==> src/rtl/fdc_drive_pkg.sv <==
// Shared constants for the floppy drive control block.
// Assumes a 3-bit register address space; unused addresses are ignored.
package fdc_drive_pkg;
    localparam int ADDR_W = 3;
    localparam logic [ADDR_W-1:0] A_OUTCTL = 3'd0;
    localparam logic [ADDR_W-1:0] A_TAPE   = 3'd1;
    localparam logic [ADDR_W-1:0] A_RSEL   = 3'd2;
    localparam logic [ADDR_W-1:0] A_CFGC   = 3'd3;
    localparam logic [ADDR_W-1:0] A_FEAT   = 3'd4;

    typedef enum logic [1:0] {
        RATE_500K = 2'b00,
        RATE_300K = 2'b01,
        RATE_250K = 2'b10,
        RATE_1M   = 2'b11
    } rate_code_e;

    localparam logic [1:0] RATE_RESET = RATE_250K;
    localparam int XCHG_BIT  = 3;
    localparam int FOUR_BIT  = 4;
    localparam int PS2_BIT   = 0;
    localparam int DMAEN_BIT = 3;
endpackage

==> src/rtl/fdc_ctl_regs.sv <==
// Register file of the drive control block.
// Holds the output control byte, the exchange bit, the feature bits and the
// current rate code. Both rate-bearing registers load the same rate field, so
// the field always reflects whichever was written last. Assumes writes are
// single-cycle strobes synchronous to clk.
module fdc_ctl_regs
    import fdc_drive_pkg::*;
#(
    parameter int AW = ADDR_W
) (
    input  logic          clk,
    input  logic          rst_n,
    input  logic          wr_en,
    input  logic [AW-1:0] wr_addr,
    input  logic [7:0]    wr_data,
    output logic [7:0]    outctl_q,
    output logic          xchg_q,
    output logic          four_q,
    output logic          ps2_q,
    output logic [1:0]    rate_q
);

    // Load the addressed register on a strobed edge; reset to the idle state.
    always_ff @(posedge clk) begin
        if (!rst_n) begin
            outctl_q <= 8'h00;
            xchg_q   <= 1'b0;
            four_q   <= 1'b0;
            ps2_q    <= 1'b0;
            rate_q   <= RATE_RESET;
        end else if (wr_en) begin
            case (wr_addr)
                A_OUTCTL: outctl_q <= wr_data;
                A_TAPE:   xchg_q   <= wr_data[XCHG_BIT];
                A_RSEL:   rate_q   <= wr_data[1:0];
                A_CFGC:   rate_q   <= wr_data[1:0];
                A_FEAT: begin
                    four_q <= wr_data[FOUR_BIT];
                    ps2_q  <= wr_data[PS2_BIT];
                end
                default: ;
            endcase
        end
    end

    assert_reset_state_R1: assert property (@(posedge clk)
        !rst_n |=> (outctl_q == 8'h00 && rate_q == RATE_RESET && !xchg_q && !four_q && !ps2_q));

    assert_rate_last_write_R7: assert property (@(posedge clk) disable iff (!rst_n)
        (wr_en && (wr_addr == A_RSEL || wr_addr == A_CFGC)) |=> rate_q == $past(wr_data[1:0]));

    assert_idle_hold_R13: assert property (@(posedge clk) disable iff (!rst_n)
        !wr_en |=> ($stable(outctl_q) && $stable(rate_q) && $stable(xchg_q) && $stable(four_q) && $stable(ps2_q)));

endmodule

==> src/rtl/fdc_sel_decode.sv <==
// Drive select and motor decode.
// Two-drive mode: one select lane per drive, each gated by its own motor bit.
// Four-drive mode: the select pins carry the inverted drive number and the
// motor pins carry "selected motor on" and "any motor on", for an external
// 2-to-4 decoder. Outputs are active low. Also derives the drive 2/3 flag.
module fdc_sel_decode #(
    parameter int NDRV_DIRECT = 2
) (
    input  logic                   clk,
    input  logic                   rst_n,
    input  logic [7:0]             outctl,
    input  logic                   four_mode,
    input  logic                   xchg,
    output logic [NDRV_DIRECT-1:0] sel_n,
    output logic [NDRV_DIRECT-1:0] mot_n,
    output logic                   drv23
);
    localparam int DRV_W = $clog2(NDRV_DIRECT * 2);

    logic [DRV_W-1:0] drv_num;
    logic [3:0]       motors;
    logic             cur_motor;
    logic [NDRV_DIRECT-1:0] sel_dir_n;
    logic [NDRV_DIRECT-1:0] mot_dir_n;

    assign drv_num = outctl[DRV_W-1:0];
    assign motors  = outctl[7:4];

    // Motor bit belonging to the currently selected drive.
    always_comb cur_motor = motors[drv_num];

    genvar gi;
    generate
        for (gi = 0; gi < NDRV_DIRECT; gi++) begin : g_lane
            // Direct lane: select when addressed and its motor bit is set.
            always_comb begin
                sel_dir_n[gi] = !((drv_num == DRV_W'(gi)) && motors[gi]);
                mot_dir_n[gi] = !motors[gi];
            end
        end
    endgenerate

    // Choose direct or encoded pin meaning.
    always_comb begin
        if (four_mode) begin
            sel_n = ~drv_num;
            mot_n = {!(|motors), !cur_motor};
        end else begin
            sel_n = sel_dir_n;
            mot_n = mot_dir_n;
        end
    end

    // Drive 2/3 access flag, held off during logical exchange.
    always_comb drv23 = drv_num[DRV_W-1] && cur_motor && !xchg;

    assert_single_select_R2: assert property (@(posedge clk) disable iff (!rst_n)
        !four_mode |-> $countones(~sel_n) <= 1);

    assert_no_d23_exchange_R6: assert property (@(posedge clk) disable iff (!rst_n)
        xchg |-> !drv23);

    assert_d23_needs_motor_R5: assert property (@(posedge clk) disable iff (!rst_n)
        drv23 |-> (motors[3:2] != 2'b00));

endmodule

==> src/rtl/fdc_rate_density.sv <==
// Rate and density outputs.
// Passes the current rate code to the pins and classifies it as high
// density (500 kbps, 1 Mbps) or low density (250, 300 kbps). The strap
// selects whether density is signalled high-true or low-true.
module fdc_rate_density
    import fdc_drive_pkg::*;
(
    input  logic       clk,
    input  logic       rst_n,
    input  logic [1:0] rate,
    input  logic       dtype,
    output logic [1:0] rate_out,
    output logic       dens
);
    logic hi_dens;

    // Classify the rate code.
    always_comb begin
        case (rate)
            RATE_500K, RATE_1M: hi_dens = 1'b1;
            default:            hi_dens = 1'b0;
        endcase
    end

    // Drive the pins with strap-selected polarity.
    always_comb begin
        rate_out = rate;
        dens     = dtype ? hi_dens : !hi_dens;
    end

    assert_low_rate_class_R8: assert property (@(posedge clk) disable iff (!rst_n)
        (dtype && (rate_out == RATE_250K || rate_out == RATE_300K)) |-> !dens);

    assert_strap_flip_R9: assert property (@(posedge clk) disable iff (!rst_n)
        (!dtype && (rate_out == RATE_500K || rate_out == RATE_1M)) |-> !dens);

endmodule

==> src/rtl/fdc_drive_ctl.sv <==
// Top of the floppy drive control block.
// Ties the register file to the select decode and the rate/density logic,
// qualifies the DMA acknowledge by system mode, and gates step direction
// to seeks. Assumes all inputs are synchronous to clk.
module fdc_drive_ctl
    import fdc_drive_pkg::*;
(
    input  logic              clk,
    input  logic              rst_n,
    input  logic              wr_en_i,
    input  logic [ADDR_W-1:0] wr_addr_i,
    input  logic [7:0]        wr_data_i,
    input  logic              dtype_i,
    input  logic              dack_n_i,
    input  logic              seek_busy_i,
    input  logic              seek_in_i,
    output logic [1:0]        sel_n_o,
    output logic [1:0]        mot_n_o,
    output logic              drv23_o,
    output logic [1:0]        rate_o,
    output logic              dens_o,
    output logic              dack_n_o,
    output logic              dir_o
);
    logic [7:0] outctl;
    logic       xchg, four_mode, ps2_mode;
    logic [1:0] rate;

    fdc_ctl_regs #(.AW(ADDR_W)) u_regs (
        .clk      (clk),
        .rst_n    (rst_n),
        .wr_en    (wr_en_i),
        .wr_addr  (wr_addr_i),
        .wr_data  (wr_data_i),
        .outctl_q (outctl),
        .xchg_q   (xchg),
        .four_q   (four_mode),
        .ps2_q    (ps2_mode),
        .rate_q   (rate)
    );

    fdc_sel_decode #(.NDRV_DIRECT(2)) u_dec (
        .clk       (clk),
        .rst_n     (rst_n),
        .outctl    (outctl),
        .four_mode (four_mode),
        .xchg      (xchg),
        .sel_n     (sel_n_o),
        .mot_n     (mot_n_o),
        .drv23     (drv23_o)
    );

    fdc_rate_density u_rate (
        .clk      (clk),
        .rst_n    (rst_n),
        .rate     (rate),
        .dtype    (dtype_i),
        .rate_out (rate_o),
        .dens     (dens_o)
    );

    // Honour the acknowledge in PS/2 mode, or in AT mode when enabled.
    always_comb dack_n_o = dack_n_i | (!ps2_mode && !outctl[DMAEN_BIT]);

    // Step direction is only meaningful during a seek.
    always_comb dir_o = seek_busy_i && seek_in_i;

    assert_dack_blocked_R10: assert property (@(posedge clk) disable iff (!rst_n)
        (!ps2_mode && !outctl[DMAEN_BIT]) |-> dack_n_o);

    assert_dack_pass_R11: assert property (@(posedge clk) disable iff (!rst_n)
        ps2_mode |-> dack_n_o == dack_n_i);

    assert_dir_idle_R12: assert property (@(posedge clk) disable iff (!rst_n)
        !seek_busy_i |-> !dir_o);

endmodule

==> config.mk <==
export PLATFORM = sky130hd
export DESIGN_NAME = fdc_drive_ctl
export DESIGN_NICKNAME = d
export VERILOG_FILES = /design/src/rtl/fdc_drive_pkg.sv /design/src/rtl/fdc_ctl_regs.sv /design/src/rtl/fdc_sel_decode.sv /design/src/rtl/fdc_rate_density.sv /design/src/rtl/fdc_drive_ctl.sv
export SDC_FILE = /design/constraint.sdc
export NUM_CORES = 1
export LEC_CHECK = 0
export BUFFER_PORTS_ARGS = -buffer_cell sky130_fd_sc_hd__buf_2
export CAP_MARGIN = 20
export CORE_MARGIN = 2
export CORE_UTILIZATION = 30
export CTS_BUF_LIST = sky130_fd_sc_hd__clkbuf_4
export DETAILED_ROUTE_END_ITERATION = 8
export MAX_ROUTING_LAYER = met4
export PLACE_DENSITY_LB_ADDON = 0.1
export SYNTH_ARGS = -nofsm -noshare
export SYNTH_HDL_FRONTEND = slang
export SYNTH_SLANG_ARGS = --single-unit
==> constraint.sdc <==
create_clock -name clk -period 1.3 [get_ports clk]
set_input_delay 0.26 -clock clk [delete_from_list [all_inputs] [get_ports clk]]
set_output_delay 0.26 -clock clk [all_outputs]
set_load 0.005 [all_outputs]
==> impl_metrics.tcl <==
set metrics [dict create \
    outcome "finished, violations left" \
    violations "setup timing" \
    cp-start-kind "flop" \
    multi_input_area_sq_um 397 \
    ys_top_cells_by_count "14 x mux2i_1, 12 x dfxtp_1, 11 x nor2b_1" \
    path_clk_slew_ps 80 \
    seq_area_sq_um 253 \
    die-area_sq_um 2500 \
    p_comb_share_pct 14.0 \
    std_cell_rows 16 \
    maxSlewViolCount 0 \
    n_fill_cell 199 \
    io_pins 28 \
    grt_start_max_net_pins 13 \
    nets 112 \
    htreeDepth 1 \
    fp.coreArea_sq_um 1980 \
    yosys_warnings 0 \
    io_buffers 26 \
    hold_path_class "in2reg" \
    synth_seq_cells 12 \
    drt_iter0_drc 2 \
    grt_overflow 0 \
    layout_setup_ws_ps -165 \
    worst_ep_required_time_ps 1040 \
    clock_power_share_pct 32.7 \
    synth_edf_count 0 \
    swShare_pct 24.2 \
    relSlewSlack_pct 88.9 \
    clock_sinks 12 \
    clk_path_buf_depth 2 \
    internal-power_mw 0.544 \
    max_stage_delay_ps 370 \
    ir_drop_uv 583 \
    ys_types 22 \
    worst_pin_slew_ps 161 \
    ys_dominant_reg_cell "dfxtp_1" \
    avgViaCountPerCell 4.48 \
    yosys.area.top_type "dfxtp_1" \
    synth.most_common_cell "mux2i_1" \
    vias 537 \
    min_period_ps 1460 \
    synthCells 63 \
    die_x_um 50.0 \
    synth_nets 81 \
    critPathCaptureType "primary output" \
    cellPowerDensity_nw_per_um2 825 \
    grt_pass1_vias 516 \
    p_leak_nw 0.347 \
    synthTopCellsByArea "dfxtp_1 38%, mux2i_1 22%, nor2b_1 11%, nor4b_4 3.7%, xnor2_1 2.8%" \
    crit_fanout 2 \
    drc_errors 0 \
    wl_per_cell_um 11.4 \
    crit_slowest_cell "or3_1" \
    drive_above_1_share_pct 48.4 \
    finalSetupViolCount 5 \
    start_util_pct 32.1 \
    cts_tree "done" \
    areaGrowthSynthToFinish_pct 36.8 \
    die_height_um 50.0 \
    antenna_found_initial 0 \
    antennaDiodeCount 0 \
    ant_nets 0 \
    grt_pass1_wl_mm 2.27 \
    yosysSeqAreaShare_pct 37.8 \
    synth_top_area_share_pct 37.8 \
    cap_viol_max_count 0 \
    worstPathArrival_ps 1200 \
    p_sw_mw 0.174 \
    fin_crit_sh_pct 113 \
    post-place-ws_ps 54.4 \
    syn_area_per_cell_sq_um 10.1 \
    cts_root_buffer "clkbuf_4" \
    fin_setup_tns_ps -382 \
    cts_buffers 3 \
    routed_wirelength_mm 1.37 \
    p_seq_share_pct 53.3 \
    timing_hold_violations_final 0 \
    synthArstFlopShare_pct 0 \
    skew_ps 0 \
    gp_congestion 0.677 \
    fmax_ghz 0.683 \
    drtPass1Iterations 3 \
    track_usage_pct 12.4 \
    crit_type "reg2out" \
    cts_hold_buf 0 \
    dp_hpwl_mm 1.03 \
    clock_latency_ps 270 \
    path_cells "or3_1, a21oi_1, buf_2" \
    rsz0062_at_grt "true" \
    netlist_area_sq_um 636 \
]
worst paths after layout:
kind,startpoint,endpoint,slack (ps),cells after the start
setup reg to reg,u_regs.outctl_q[4],u_regs.outctl_q[4],560,3
hold / removal,wr_data_i[1],u_regs.rate_q[1],240,3
hold reg to reg,u_regs.outctl_q[3],u_regs.outctl_q[3],520,2
setup / recovery,u_regs.outctl_q[4],mot_n_o[1],-160,3
layer usage:
metal,vias to the layer above,part of all wire [%],wire (um),global-route usage (%)
met4,0,0.66,9,4.17
met2,15,45,616,18.0
li1,280,-,-,-
met3,2,6.4,87,4.55
met1,240,48,655,15.8
met5,-,0,0,-
cell usage in the layout, fill, tap and decap left out:
| cell type | count |
|---|---|
| nor3b_2 | 2 |
| nor2_2 | 1 |
| clkinv_1 | 1 |
| and4bb_1 | 1 |
| nor4b_4 | 1 |
| a31oi_1 | 1 |
| nor3_2 | 1 |
| o22ai_1 | 1 |
| dfxtp_1 | 6 |
| and4bb_2 | 1 |
| o21bai_1 | 1 |
| inv_1 | 1 |
| clkbuf_4 | 3 |
| dfxtp_4 | 2 |
| nor2_1 | 1 |
| mux2i_1 | 14 |
| xnor2_1 | 1 |
| or3_1 | 1 |
| nand2_1 | 2 |
| nand3b_1 | 1 |
| buf_2 | 26 |
| a21oi_1 | 3 |
| nor2b_1 | 11 |
| and2_1 | 2 |
| buf_6 | 1 |
| xnor2_2 | 1 |
| dfxtp_2 | 4 |
| buf_4 | 2 |
power by group through the flow:
stage | logic, mW | registers [mW] | clock network, mW
2_1_floorplan | 0.0506 | 0.391 | 0
3_3_place_gp | 0.0944 | 0.393 | 0
3_5_place_dp | 0.0961 | 0.393 | 0
4_1_cts | 0.0990 | 0.382 | 0.246
5_1_grt | 0.111 | 0.384 | 0.270
6_report | 0.100 | 0.383 | 0.235
repair_timing:
item / in CTS / in global routing
buffers inserted: 1 / 0
gates resized for setup: 9 / 5
pin swaps: 4 / 0
setup endpoints to repair: 6 / 6
state kept, by name, summed over array words and instances, names as in the netlist:
| name | cells |
|---|---|
| u_regs.xchg_q | 1 |
| u_regs.ps2_q | 1 |
| u_regs.four_q | 1 |
| u_regs.outctl_q | 7 |
| u_regs.rate_q | 2 |
stage by stage:
stage / cells / hold slack [ps] / total power [mW] / cell area (sq um) / util (%)
after floorplan: 63 / 385 / 0.442 / 636 / -
after global placement: 115 / 500 / 0.488 / 795 / 40.1
after detailed placement: 115 / 508 / 0.490 / 795 / 40.1
after CTS: 120 / 236 / 0.727 / 850 / 42.9
after global routing: 120 / 255 / 0.765 / 870 / 43.9
final: 120 / 243 / 0.718 / 870 / 43.9
layout make-up:
type,count,share of cell area (%)
clock buffer,3,2.59
clock inverter,1,0.432
inverter,1,0.432
multi-input combinational,47,45.6
sequential,12,29.1
tap,27,3.88
timing repair buffer,29,18.0
critical path: cells and delay by family (launching register included):
family / cells / cell delay [ps]
flip-flops: 1 / 330
buffers and inverters: 1 / 120
AO/OA/AOI/OAI: 1 / 120
AND/OR/NAND/NOR: 1 / 370
cell families after synthesis:
group / after synthesis / synth area share [%]
compound gates: 6 / 5.51
xor+xnor: 2 / 2.76
buf+inv: 4 / 3.74
flops: 12 / 37.8
mux: 14 / 22.0
simple gates: 25 / 28.1
Power figures use the tool's default switching activity.
